File: config.mk
export PLATFORM = sky130hd
export DESIGN_NAME = wred_sum_top
export DESIGN_NICKNAME = d
export VERILOG_FILES = /design/src/rtl/wred_pkg.sv /design/src/rtl/wred_lane.sv /design/src/rtl/wred_group_sum.sv /design/src/rtl/wred_sum_top.sv
export SDC_FILE = /design/constraint.sdc
export NUM_CORES = 1
export LEC_CHECK = 0
export BUFFER_PORTS_ARGS = -buffer_cell sky130_fd_sc_hd__buf_2
export CAP_MARGIN = 20
export CORE_ASPECT_RATIO = 1.25
export CORE_UTILIZATION = 40
export CTS_CLUSTER_SIZE = 16
export DETAILED_ROUTE_END_ITERATION = 8
export HOLD_SLACK_MARGIN = 0.12
export SETUP_SLACK_MARGIN = 0.02
export SLEW_MARGIN = 20
export SYNTH_ARGS = -nofsm -noshare
export SYNTH_HDL_FRONTEND = slang
export SYNTH_SLANG_ARGS = --single-unit
File: constraint.sdc
create_clock -name clk -period 23.9 [get_ports clk]
set_clock_uncertainty 0.2 [all_clocks]
set_input_delay 0 -clock clk [delete_from_list [all_inputs] [get_ports clk]]
set_output_delay 0 -clock clk [all_outputs]
set_load 0.02 [all_outputs]
File: src/rtl/wred_pkg.sv
package wred_pkg;
    localparam int MAX_ELEM_W = 32;

    typedef enum logic [1:0] {
        SEW_8   = 2'd0,
        SEW_16  = 2'd1,
        SEW_32  = 2'd2,
        SEW_BAD = 2'd3
    } sew_e;

    typedef enum logic {
        ST_IDLE = 1'b0,
        ST_BUSY = 1'b1
    } wred_state_e;
endpackage

File: src/rtl/wred_lane.sv
module wred_lane
    import wred_pkg::*;
#(
    parameter int ELEM_W = MAX_ELEM_W,
    parameter int ACC_W  = 2 * ELEM_W
) (
    input  logic [ELEM_W-1:0] slot,
    input  sew_e              sew,
    input  logic              enable,
    output logic [ACC_W-1:0]  contrib
);
    logic [ELEM_W-1:0] emask;
    logic [ELEM_W-1:0] picked;

    // Keep only the bits of the selected element width.
    always_comb begin
        emask = '0;
        for (int b = 0; b < ELEM_W; b++) begin
            if (b < (8 << sew)) emask[b] = 1'b1;
        end
        picked = slot & emask;
    end

    assign contrib = enable ? {{(ACC_W-ELEM_W){1'b0}}, picked} : '0;
endmodule

File: src/rtl/wred_group_sum.sv
module wred_group_sum
    import wred_pkg::*;
#(
    parameter int LANES  = 4,
    parameter int ELEM_W = MAX_ELEM_W,
    parameter int ACC_W  = 2 * ELEM_W,
    parameter int LEN_W  = 8
) (
    input  logic [LANES*ELEM_W-1:0] elems,
    input  logic [LANES-1:0]        mask,
    input  logic                    mask_en,
    input  sew_e                    sew,
    input  logic [LEN_W-1:0]        base_idx,
    input  logic [LEN_W-1:0]        len,
    output logic [ACC_W-1:0]        group_sum
);
    logic [ACC_W-1:0] contrib [LANES];

    for (genvar i = 0; i < LANES; i++) begin : g_lane
        logic [LEN_W:0] idx;
        logic           in_len;
        logic           live;
        assign idx    = {1'b0, base_idx} + (LEN_W+1)'(i);
        assign in_len = idx < {1'b0, len};
        assign live   = in_len && (!mask_en || mask[i]);

        wred_lane #(.ELEM_W(ELEM_W), .ACC_W(ACC_W)) u_lane (
            .slot    (elems[i*ELEM_W +: ELEM_W]),
            .sew     (sew),
            .enable  (live),
            .contrib (contrib[i])
        );
    end

    // Modular addition: order of the lane additions cannot change the low bits.
    always_comb begin
        group_sum = '0;
        for (int i = 0; i < LANES; i++) begin
            group_sum = group_sum + contrib[i];
        end
    end
endmodule

File: src/rtl/wred_sum_top.sv
module wred_sum_top
    import wred_pkg::*;
#(
    parameter int LANES  = 4,
    parameter int ELEM_W = MAX_ELEM_W,
    parameter int LEN_W  = 8
) (
    input  logic                    clk,
    input  logic                    rst_n,
    input  logic                    cmd_valid,
    output logic                    cmd_ready,
    input  logic [LEN_W-1:0]        cmd_len,
    input  logic [LEN_W-1:0]        cmd_start_idx,
    input  logic                    cmd_mask_en,
    input  logic [1:0]              cmd_sew,
    input  logic [2*ELEM_W-1:0]     cmd_seed,
    input  logic                    dat_valid,
    output logic                    dat_ready,
    input  logic [LANES*ELEM_W-1:0] dat_elems,
    input  logic [LANES-1:0]        dat_mask,
    output logic                    done,
    output logic                    err,
    output logic                    res_we,
    output logic [2*ELEM_W-1:0]     result
);
    localparam int ACC_W = 2 * ELEM_W;

    typedef struct packed {
        wred_state_e      state;
        logic [LEN_W-1:0] len;
        logic [LEN_W-1:0] base;
        logic             mask_en;
        sew_e             sew;
        logic [ACC_W-1:0] acc;
        logic [ACC_W-1:0] result;
        logic             done;
        logic             err;
        logic             we;
    } wred_regs_t;

    wred_regs_t r_q, r_d;

    function automatic logic [ACC_W-1:0] acc_mask(sew_e s);
        logic [ACC_W-1:0] m;
        m = '0;
        for (int b = 0; b < ACC_W; b++) begin
            if (b < (16 << s)) m[b] = 1'b1;
        end
        return m;
    endfunction

    sew_e             cmd_sew_e;
    logic [ACC_W-1:0] grp_sum;
    logic [LEN_W:0]   grp_end;
    logic             last_grp;
    logic [ACC_W-1:0] acc_next;

    assign cmd_sew_e = sew_e'(cmd_sew);
    assign cmd_ready = (r_q.state == ST_IDLE);
    assign dat_ready = (r_q.state == ST_BUSY);
    assign grp_end   = {1'b0, r_q.base} + (LEN_W+1)'(LANES);
    assign last_grp  = grp_end >= {1'b0, r_q.len};

    wred_group_sum #(
        .LANES(LANES), .ELEM_W(ELEM_W), .ACC_W(ACC_W), .LEN_W(LEN_W)
    ) u_group (
        .elems     (dat_elems),
        .mask      (dat_mask),
        .mask_en   (r_q.mask_en),
        .sew       (r_q.sew),
        .base_idx  (r_q.base),
        .len       (r_q.len),
        .group_sum (grp_sum)
    );

    assign acc_next = (r_q.acc + grp_sum) & acc_mask(r_q.sew);

    always_comb begin
        r_d      = r_q;
        r_d.done = 1'b0;
        r_d.err  = 1'b0;
        r_d.we   = 1'b0;
        unique case (r_q.state)
            ST_IDLE: begin
                if (cmd_valid) begin
                    if (cmd_start_idx != '0 || cmd_sew_e == SEW_BAD) begin
                        r_d.done = 1'b1;
                        r_d.err  = 1'b1;
                    end else if (cmd_len == '0) begin
                        r_d.done = 1'b1;
                    end else begin
                        r_d.state   = ST_BUSY;
                        r_d.len     = cmd_len;
                        r_d.base    = '0;
                        r_d.mask_en = cmd_mask_en;
                        r_d.sew     = cmd_sew_e;
                        r_d.acc     = cmd_seed & acc_mask(cmd_sew_e);
                    end
                end
            end
            ST_BUSY: begin
                if (dat_valid) begin
                    if (last_grp) begin
                        r_d.state  = ST_IDLE;
                        r_d.result = acc_next;
                        r_d.done   = 1'b1;
                        r_d.we     = 1'b1;
                    end else begin
                        r_d.acc  = acc_next;
                        r_d.base = grp_end[LEN_W-1:0];
                    end
                end
            end
            default: r_d.state = ST_IDLE;
        endcase
    end

    always_ff @(posedge clk or negedge rst_n) begin
        if (!rst_n) begin
            r_q <= '{state: ST_IDLE, sew: SEW_8, default: '0};
        end else begin
            r_q <= r_d;
        end
    end

    assign done   = r_q.done;
    assign err    = r_q.err;
    assign res_we = r_q.we;
    assign result = r_q.result;

    // completion follows the final group by one cycle
    a_r10_done_after_last: assert property (@(posedge clk) disable iff (!rst_n)
        (dat_valid && dat_ready && last_grp) |=> (done && res_we && !err));

    // an illegal command never writes
    a_r1_err_no_write: assert property (@(posedge clk) disable iff (!rst_n)
        err |-> (done && !res_we));

    // zero-length command completes without a write
    a_r2_zero_len: assert property (@(posedge clk) disable iff (!rst_n)
        (cmd_valid && cmd_ready && cmd_start_idx == '0 && cmd_sew != 2'd3 && cmd_len == '0)
        |=> (done && !res_we && !err));

    // result moves only with the write strobe
    a_r11_result_hold: assert property (@(posedge clk) disable iff (!rst_n)
        !res_we |-> $stable(result));

    // bits above the doubled width stay clear
    a_r8_upper_zero: assert property (@(posedge clk) disable iff (!rst_n)
        res_we |-> ((result & ~acc_mask(r_q.sew)) == '0));

    // command and data sides are never ready together
    a_r9_ready_excl: assert property (@(posedge clk) disable iff (!rst_n)
        !(cmd_ready && dat_ready));
endmodule

==> Yosys cells after proc, flatten, opt, wreduce, memory -nomap -nowiden <==
Index checks and enable logic that the tools add are counted.
{ "op_classes": {"n_addsub": 8, "mux": 442, "n_bitwise": 9, "shift": 3, "n_eq_ne": 6, "n_lt_le_gt_ge": 165, "n_reduce_logical": 15} }
{ "ops": {"columns": ["operator", "n"], "rows": [
  ["less-than comparator 7 x 32 -> 1 bit, first input constant", 64],
  ["less-than comparator 6 x 32 -> 1 bit, first input constant", 48],
  ["less-than comparator 5 x 32 -> 1 bit, first input constant", 24],
  ["2-to-1 mux 1 bit", 425],
  ["less-than comparator 4 x 32 -> 1 bit, first input constant", 12],
  ["2-to-1 mux 84 bit", 3],
  ["less-than comparator 3 x 32 -> 1 bit, first input constant", 6],
  ["2-to-1 mux 129 bit", 1],
  ["adder 64 x 32 -> 64 bit", 2],
  ["bitwise AND 32 bit", 4],
  ["bitwise AND 64 bit", 2],
  ["2-to-1 mux 32 bit", 4],
  ["case mux 64 bit (2 select lines)", 1],
  ["less-than comparator 1 x 32 -> 1 bit, first input constant", 3],
  ["less-than comparator 2 x 32 -> 1 bit, first input constant", 3],
  ["2-to-1 mux 65 bit", 1],
  ["adder 64 bit", 1],
  ["2-to-1 mux 64 bit", 1],
  ["left shift 5 x 2 -> 32 bit, first input constant", 2],
  ["adder 32 x 32 -> 33 bit", 1],
  ["left shift 4 x 2 -> 32 bit, first input constant", 1],
  ["less-than comparator 9 x 8 -> 1 bit", 3],
  ["adder 8 x 2 -> 9 bit, second input constant", 2],
  ["2-to-1 mux 8 bit", 2],
  ["other kinds (18)", 32]
]} }
{ "totals": {"output_inout_bits": 69, "elab_cells": 658, "reg_bits": 151, "input_bits": 219} }

==> Depth between registers and ports, before layout <==
{ "depth": {"depth_word": 13, "depth_mapped": 39, "depth_no_buf": 38} }

==> Hierarchy <==
From an unflattened synthesis, not the netlist that was laid out.
{ "unflattened": {"cells_unflattened": 2694, "area_unflattened_um2": 21511.9} }
{ "modules_own_cells": {"columns": ["module", "seq_area_each_um2", "cells_per_inst", "area_each_um2", "n_inst"], "rows": [
  ["wred_sum_top", 3728.6, 1264, 10870.4, 1],
  ["wred_group_sum", 0.0, 1146, 8564.5, 1],
  ["wred_lane", 0.0, 71, 519.2, 4]
]} }

==> Worst setup path before layout <==
No wires, ideal clock.
{ "synth_timing": {"kind": "reg-to-reg", "startpoint": "reg r_q[136] in the netlist's numbering", "endpoint": "reg r_q[109] in the netlist's numbering", "period_less_slack_ps": 7972, "t_arrival_ps": 7646, "slack_ps": 15928, "required_ps": 23574, "n_path_buf": 2, "path_stages_with_launch": 34, "cell_sequence": "dfrtp_1 ha_1 a21o_1 a21o_1 a21o_1 a21oi_1 nor2b_1 o21ai_1 and2_0 clkbuf_1 and3_1 ha_1 a21o_1 a221o_1 a211o_1 o211a_1 o21ai_0 a21boi_0 a211oi_1 a21oi_1 xor2_1 fa_1 inv_1 fa_1 inv_1 ha_1 and3_1 a221o_1 a21o_1 a221o_2 buf_6 nand4_2 nor4_1 a311o_1"} }
{ "synth_via": {"elab_chain_len": 12, "elab_cells_between_ends": 27} }
{ "synth_rtl": {"columns": ["item", "line", "source"], "rows": [
  ["start: declaration", "wred_sum_top.sv:41", "wred_regs_t r_q, r_d;"],
  ["start signal: assignment", "wred_sum_top.sv:122", "r_q <= r_d;"],
  ["adder 8 x 1 -> 9 bit", "wred_group_sum.sv:23", "assign idx = {1'b0, base_idx} + (LEN_W+1)'(i);"],
  ["less-than comparator 9 x 8 -> 1 bit", "wred_group_sum.sv:24", "assign in_len = idx < {1'b0, len};"],
  ["logical AND 1 bit", "wred_group_sum.sv:25", "assign live = in_len && (!mask_en || mask[i]);"],
  ["2-to-1 mux 32 bit", "wred_lane.sv:24", "assign contrib = enable ? {{(ACC_W-ELEM_W){1'b0}}, picked} : '0;"],
  ["adder 32 x 32 -> 33 bit", "wred_group_sum.sv:39", "group_sum = group_sum + contrib[i];"],
  ["adder 64 x 32 -> 64 bit (2 in a row)", "wred_group_sum.sv:39", null],
  ["adder 64 bit", "wred_sum_top.sv:76", "assign acc_next = (r_q.acc + grp_sum) & acc_mask(r_q.sew);"],
  ["bitwise AND 64 bit", "wred_sum_top.sv:76", null],
  ["2-to-1 mux 64 bit", "wred_sum_top.sv:103", "if (last_grp) begin"],
  ["2-to-1 mux 129 bit", "wred_sum_top.sv:102", "if (dat_valid) begin"],
  ["case mux 64 bit (2 select lines)", "wred_sum_top.sv:83", "unique case (r_q.state)"]
]} }
Several ways; a longest one is shown, not always the timed one. The select of a mux whose other input is x is not followed.
A chain may end at the register's enable or synchronous reset.

==> Worst setup path after layout <==
{ "layout_timing": {"startpoint": "reg r_q[136] in the netlist's numbering", "endpoint": "reg r_q[126] in the netlist's numbering"} }
The elaborated chain is that of the path after synthesis.

==> results.md <==
- Number of vias after detailed routing: 12800
- Initial antenna violation count: 0
- Effective utilization at floorplan: 41.0%
- Req. time, crit path: 24.05 ns
- Count of nets left with antenna violations after detail routing: 0
- Overall routing resource usage: 24.7%
- First-pass iteration count of the detailed router: 4
- Maximum Capacitance Violations: 0
- Setup TNS: 0 ns
- Worst setup path category: flip-flop to flip-flop
- Diodes inserted: 0
- Clock tree from TritonCTS: built
- Die outline width: 168 µm
- Final Hold Viols: 0
- Routed wire length: 42900 µm
- Type of destination of the critical path: flip-flop
- Setup violation total in the final timing report: 0
- Most area-hungry cell type in the Yosys netlist: sky130_fd_sc_hd__dfrtp_1
- Half-perimeter wire length after placement: 32000 µm
- Number of H-tree levels: 4
- Top-count cell post-synth: sky130_fd_sc_hd__nand2_1
- Sequential element share of the synthesized area: 26.9%
- Leakage power: 8.57 nW
- Power density relative to cell area: 115 nW/µm²
- Post-Synthesis Cells: 1659
- Worst hold-check slack: 0.139 ns
- Number of DRC markers in iteration 0: 709
- Category of the worst setup path launch point: flip-flop
- Input/output buffers: 287
- Portion of synthesized cell area occupied by the leading cell type: 26.9%
- Buffer type at the clock tree root: sky130_fd_sc_hd__clkbuf_16
- Commonest cells post-synth: sky130_fd_sc_hd__nand2_1 (204), sky130_fd_sc_hd__inv_1 (154), sky130_fd_sc_hd__dfrtp_1 (149)
- Family with the most delay on the worst path: compound AO/OA/AOI/OAI gates
- Remaining Overflow, GRT: 0
- Upper clock frequency limit: 98.4 MHz
- Post-layout nets: 2320
- Combined buffer and inverter count along the critical path: 2
- Num CTS Buffers: 17
- Maximum vdd ir drop: 0.0996 mV
- Synthesized area per cell: 8.34 µm²
- Data arrival time at the worst-slack endpoint: 10.31 ns
- Pin slew with the least headroom to its limit: 1.09 ns
- Max incr delay on CP: 0.85 ns
- Unique masters post-synth: 80
- Mean routed wirelength per cell: 18.1 µm
- Wire length of the first global-routing pass: 68300 µm
- Post-synthesis async set-or-reset flop share: 100%
- Unrepaired setup endpoints after global routing: no
- Count of pins on the block boundary: 288
- Total DRC errors in the routed layout: 0
- Clock tree buffer depth: 2
- EDFF count, synth: 0
- Synth warn: 0
- Final weighted congestion in routability-driven placement: 0.909
- Time the final worst path needs with I/O delays and setup: 10.16 ns
- Critical-path maximum fanout: 17
- Synth area leaders: sky130_fd_sc_hd__dfrtp_1 (27%), sky130_fd_sc_hd__fa_1 (9.4%), sky130_fd_sc_hd__ha_1 (8.4%), sky130_fd_sc_hd__nand2_1 (5.5%), sky130_fd_sc_hd__inv_1 (4.2%)
- Standard cell with the maximum stage delay on the critical path: sky130_fd_sc_hd__and2_0
- Skew-Pair Late Insertion Delay: 0.44 ns
- Maximum number of pins on one net before global-route repair: 73
- Std-Cell Core Area: 33800 µm²
- Post CTS Setup Buffer Count: 0
- Post-Synthesis Cell Area: 13800 µm²
- Post-route fraction of the period consumed by the critical path: 42.5%
- Die Span Y: 210 µm
- Layout cells sized above 1: 18.4%
- Max-slew headroom at the worst pin: 27.0%
- Average via count per standard cell: 5.41
- Area grow syn2layout: 21.0%
- Cell Rows: 75
- Full die area: 35300 µm²
- Most instantiated flip-flop cell in the synthesis netlist: sky130_fd_sc_hd__dfrtp_1
- Nets in the synthesized netlist: 2036
- Worst min-delay path category: primary input to flip-flop
- CTS clock-pin slew for the worst setup and hold paths: 0.06 ns
- Vias in the first global route: 12900
- Result of the run: complete, no violations
- Flip-flop and latch count after synthesis: 149
- TritonCTS Sinks: 149
- Pins over their slew limit: 0
-- final cells by class --
type,count,area (µm²)
Tap cell,423,529
Inverter,154,578
Multi-Input combinational cell,1220,8790
Clock inverter,9,108
Timing Repair Buffer,401,2560
Clock buffer,20,447
Sequential cell,149,3730
Fill cell,3270,17000
-- cells in the final DEF (no fill, tap or decap), types with 5 or more instances in the layout --
cell,Yosys,layout
sky130_fd_sc_hd__xor2_1,48,48
sky130_fd_sc_hd__clkbuf_16,0,17
sky130_fd_sc_hd__a32o_1,7,7
sky130_fd_sc_hd__nor4_1,9,9
sky130_fd_sc_hd__fa_1,65,65
sky130_fd_sc_hd__nor3_1,15,15
sky130_fd_sc_hd__ha_1,93,93
sky130_fd_sc_hd__a211oi_1,8,8
sky130_fd_sc_hd__a221o_1,5,5
sky130_fd_sc_hd__inv_1,154,154
sky130_fd_sc_hd__xnor2_1,40,40
sky130_fd_sc_hd__nand3_1,50,50
sky130_fd_sc_hd__and2_1,49,49
sky130_fd_sc_hd__o21bai_1,5,5
sky130_fd_sc_hd__buf_2,4,286
sky130_fd_sc_hd__buf_4,64,12
sky130_fd_sc_hd__dlygate4sd3_1,0,100
sky130_fd_sc_hd__a21o_1,47,47
sky130_fd_sc_hd__nand4_1,14,14
sky130_fd_sc_hd__nor2_1,91,90
sky130_fd_sc_hd__o21a_1,17,17
sky130_fd_sc_hd__a22oi_1,9,9
sky130_fd_sc_hd__o21ai_0,103,103
sky130_fd_sc_hd__nor2b_1,12,12
sky130_fd_sc_hd__o31ai_1,6,6
sky130_fd_sc_hd__nand2_1,204,202
sky130_fd_sc_hd__o21ai_1,13,13
sky130_fd_sc_hd__a22o_1,14,14
sky130_fd_sc_hd__nand2b_1,10,10
sky130_fd_sc_hd__a21oi_1,95,94
sky130_fd_sc_hd__or3_1,8,8
sky130_fd_sc_hd__a31oi_1,15,15
sky130_fd_sc_hd__a221oi_1,11,11
sky130_fd_sc_hd__and3_1,70,70
sky130_fd_sc_hd__dfrtp_1,149,149
sky130_fd_sc_hd__a311o_1,5,5
-- through the flow --
stage                     setup slack [ns]  instance area, µm²  power [mW]  std cells  utilization [%]
after floorplan                      15.93               13800        1.33       1659                -
after global placement               14.04               15200        1.64       2245             44.9
after detailed placement             13.86               15200        1.65       2245             44.9
after CTS                            13.80               16700        1.93       2375             49.5
after global routing                 13.11               16700        2.13       2376             49.6
final                                13.74               16700        1.93       2376             49.6
-- where the power goes --
group	switching [mW]	internal, mW	total, mW
sequential	0.0323	0.288	0.320
combinational	0.814	0.533	1.35
clock	0.111	0.154	0.266
-- worst reg2reg max path, delay by kind of cell (launching register included) --
kind / cells / cell delay [ns]
buffers and inverters: 2 / 0.09
adders and majority gates: 5 / 1.98
and+or+nand+nor: 12 / 3.27
DFF: 1 / 0.44
AOI/OAI and AO/OA: 14 / 3.86
xor gates and xnor gates: 1 / 0.21
-- flip-flops by register name (all words and copies together) (netlist names) --
name / flops
res_we: 1
r_q: 81
err: 1
result: 64
done: 1
dat_ready: 1
-- path summary, 6_finish.rpt --
path | from | slack, ns | cells after the start | end
max in group asynchronous | rst_n | 21.56 | 5 | result[40]$_DFFE_PN0P_
min in group asynchronous | rst_n | 0.41 | 4 | result[38]$_DFFE_PN0P_
worst min register to register | result[56]$_DFFE_PN0P_ | 0.28 | 2 | result[56]$_DFFE_PN0P_
worst min-delay path | cmd_seed[45] | 0.14 | 4 | r_q[112]$_DFFE_PN0P_
worst max-delay path | r_q[136]$_DFFE_PN0P_ | 13.74 | 34 | r_q[126]$_DFFE_PN0P_
worst max register to register | r_q[136]$_DFFE_PN0P_ | 13.74 | 34 | r_q[126]$_DFFE_PN0P_
-- repair_timing --
action | in CTS | in global routing
endpoints found under the setup margin | 0 | 0
hold endpoints to repair | 183 | 0
gates resized for setup | 0 | 0
hold buffers | 101 | 0
-- layer usage --
| layer | vias up | wire [µm] | track usage [%] |
|---|---|---|---|
| li1 | 6221 | - | - |
| met1 | 6209 | 18400 | 31.4 |
| met2 | 356 | 21700 | 43.6 |
| met3 | 63 | 1640 | 2.72 |
| met4 | 0 | 1060 | 8.24 |
| met5 | - | 0 | 0 |
-- kinds of logic after synthesis --
| family | count (synthesis) | synth area share [%] |
|---|---|---|
| AOI/OAI and AO/OA | 415 | 20.0 |
| xor gates and xnor gates | 88 | 5.57 |
| adders and majority gates | 158 | 17.8 |
| buffers and inverters | 290 | 9.75 |
| DFF | 149 | 26.9 |
| muxes | 7 | 0.542 |
| and+or+nand+nor | 552 | 19.4 |
Note: power is estimated with default switching activity, not from simulation.
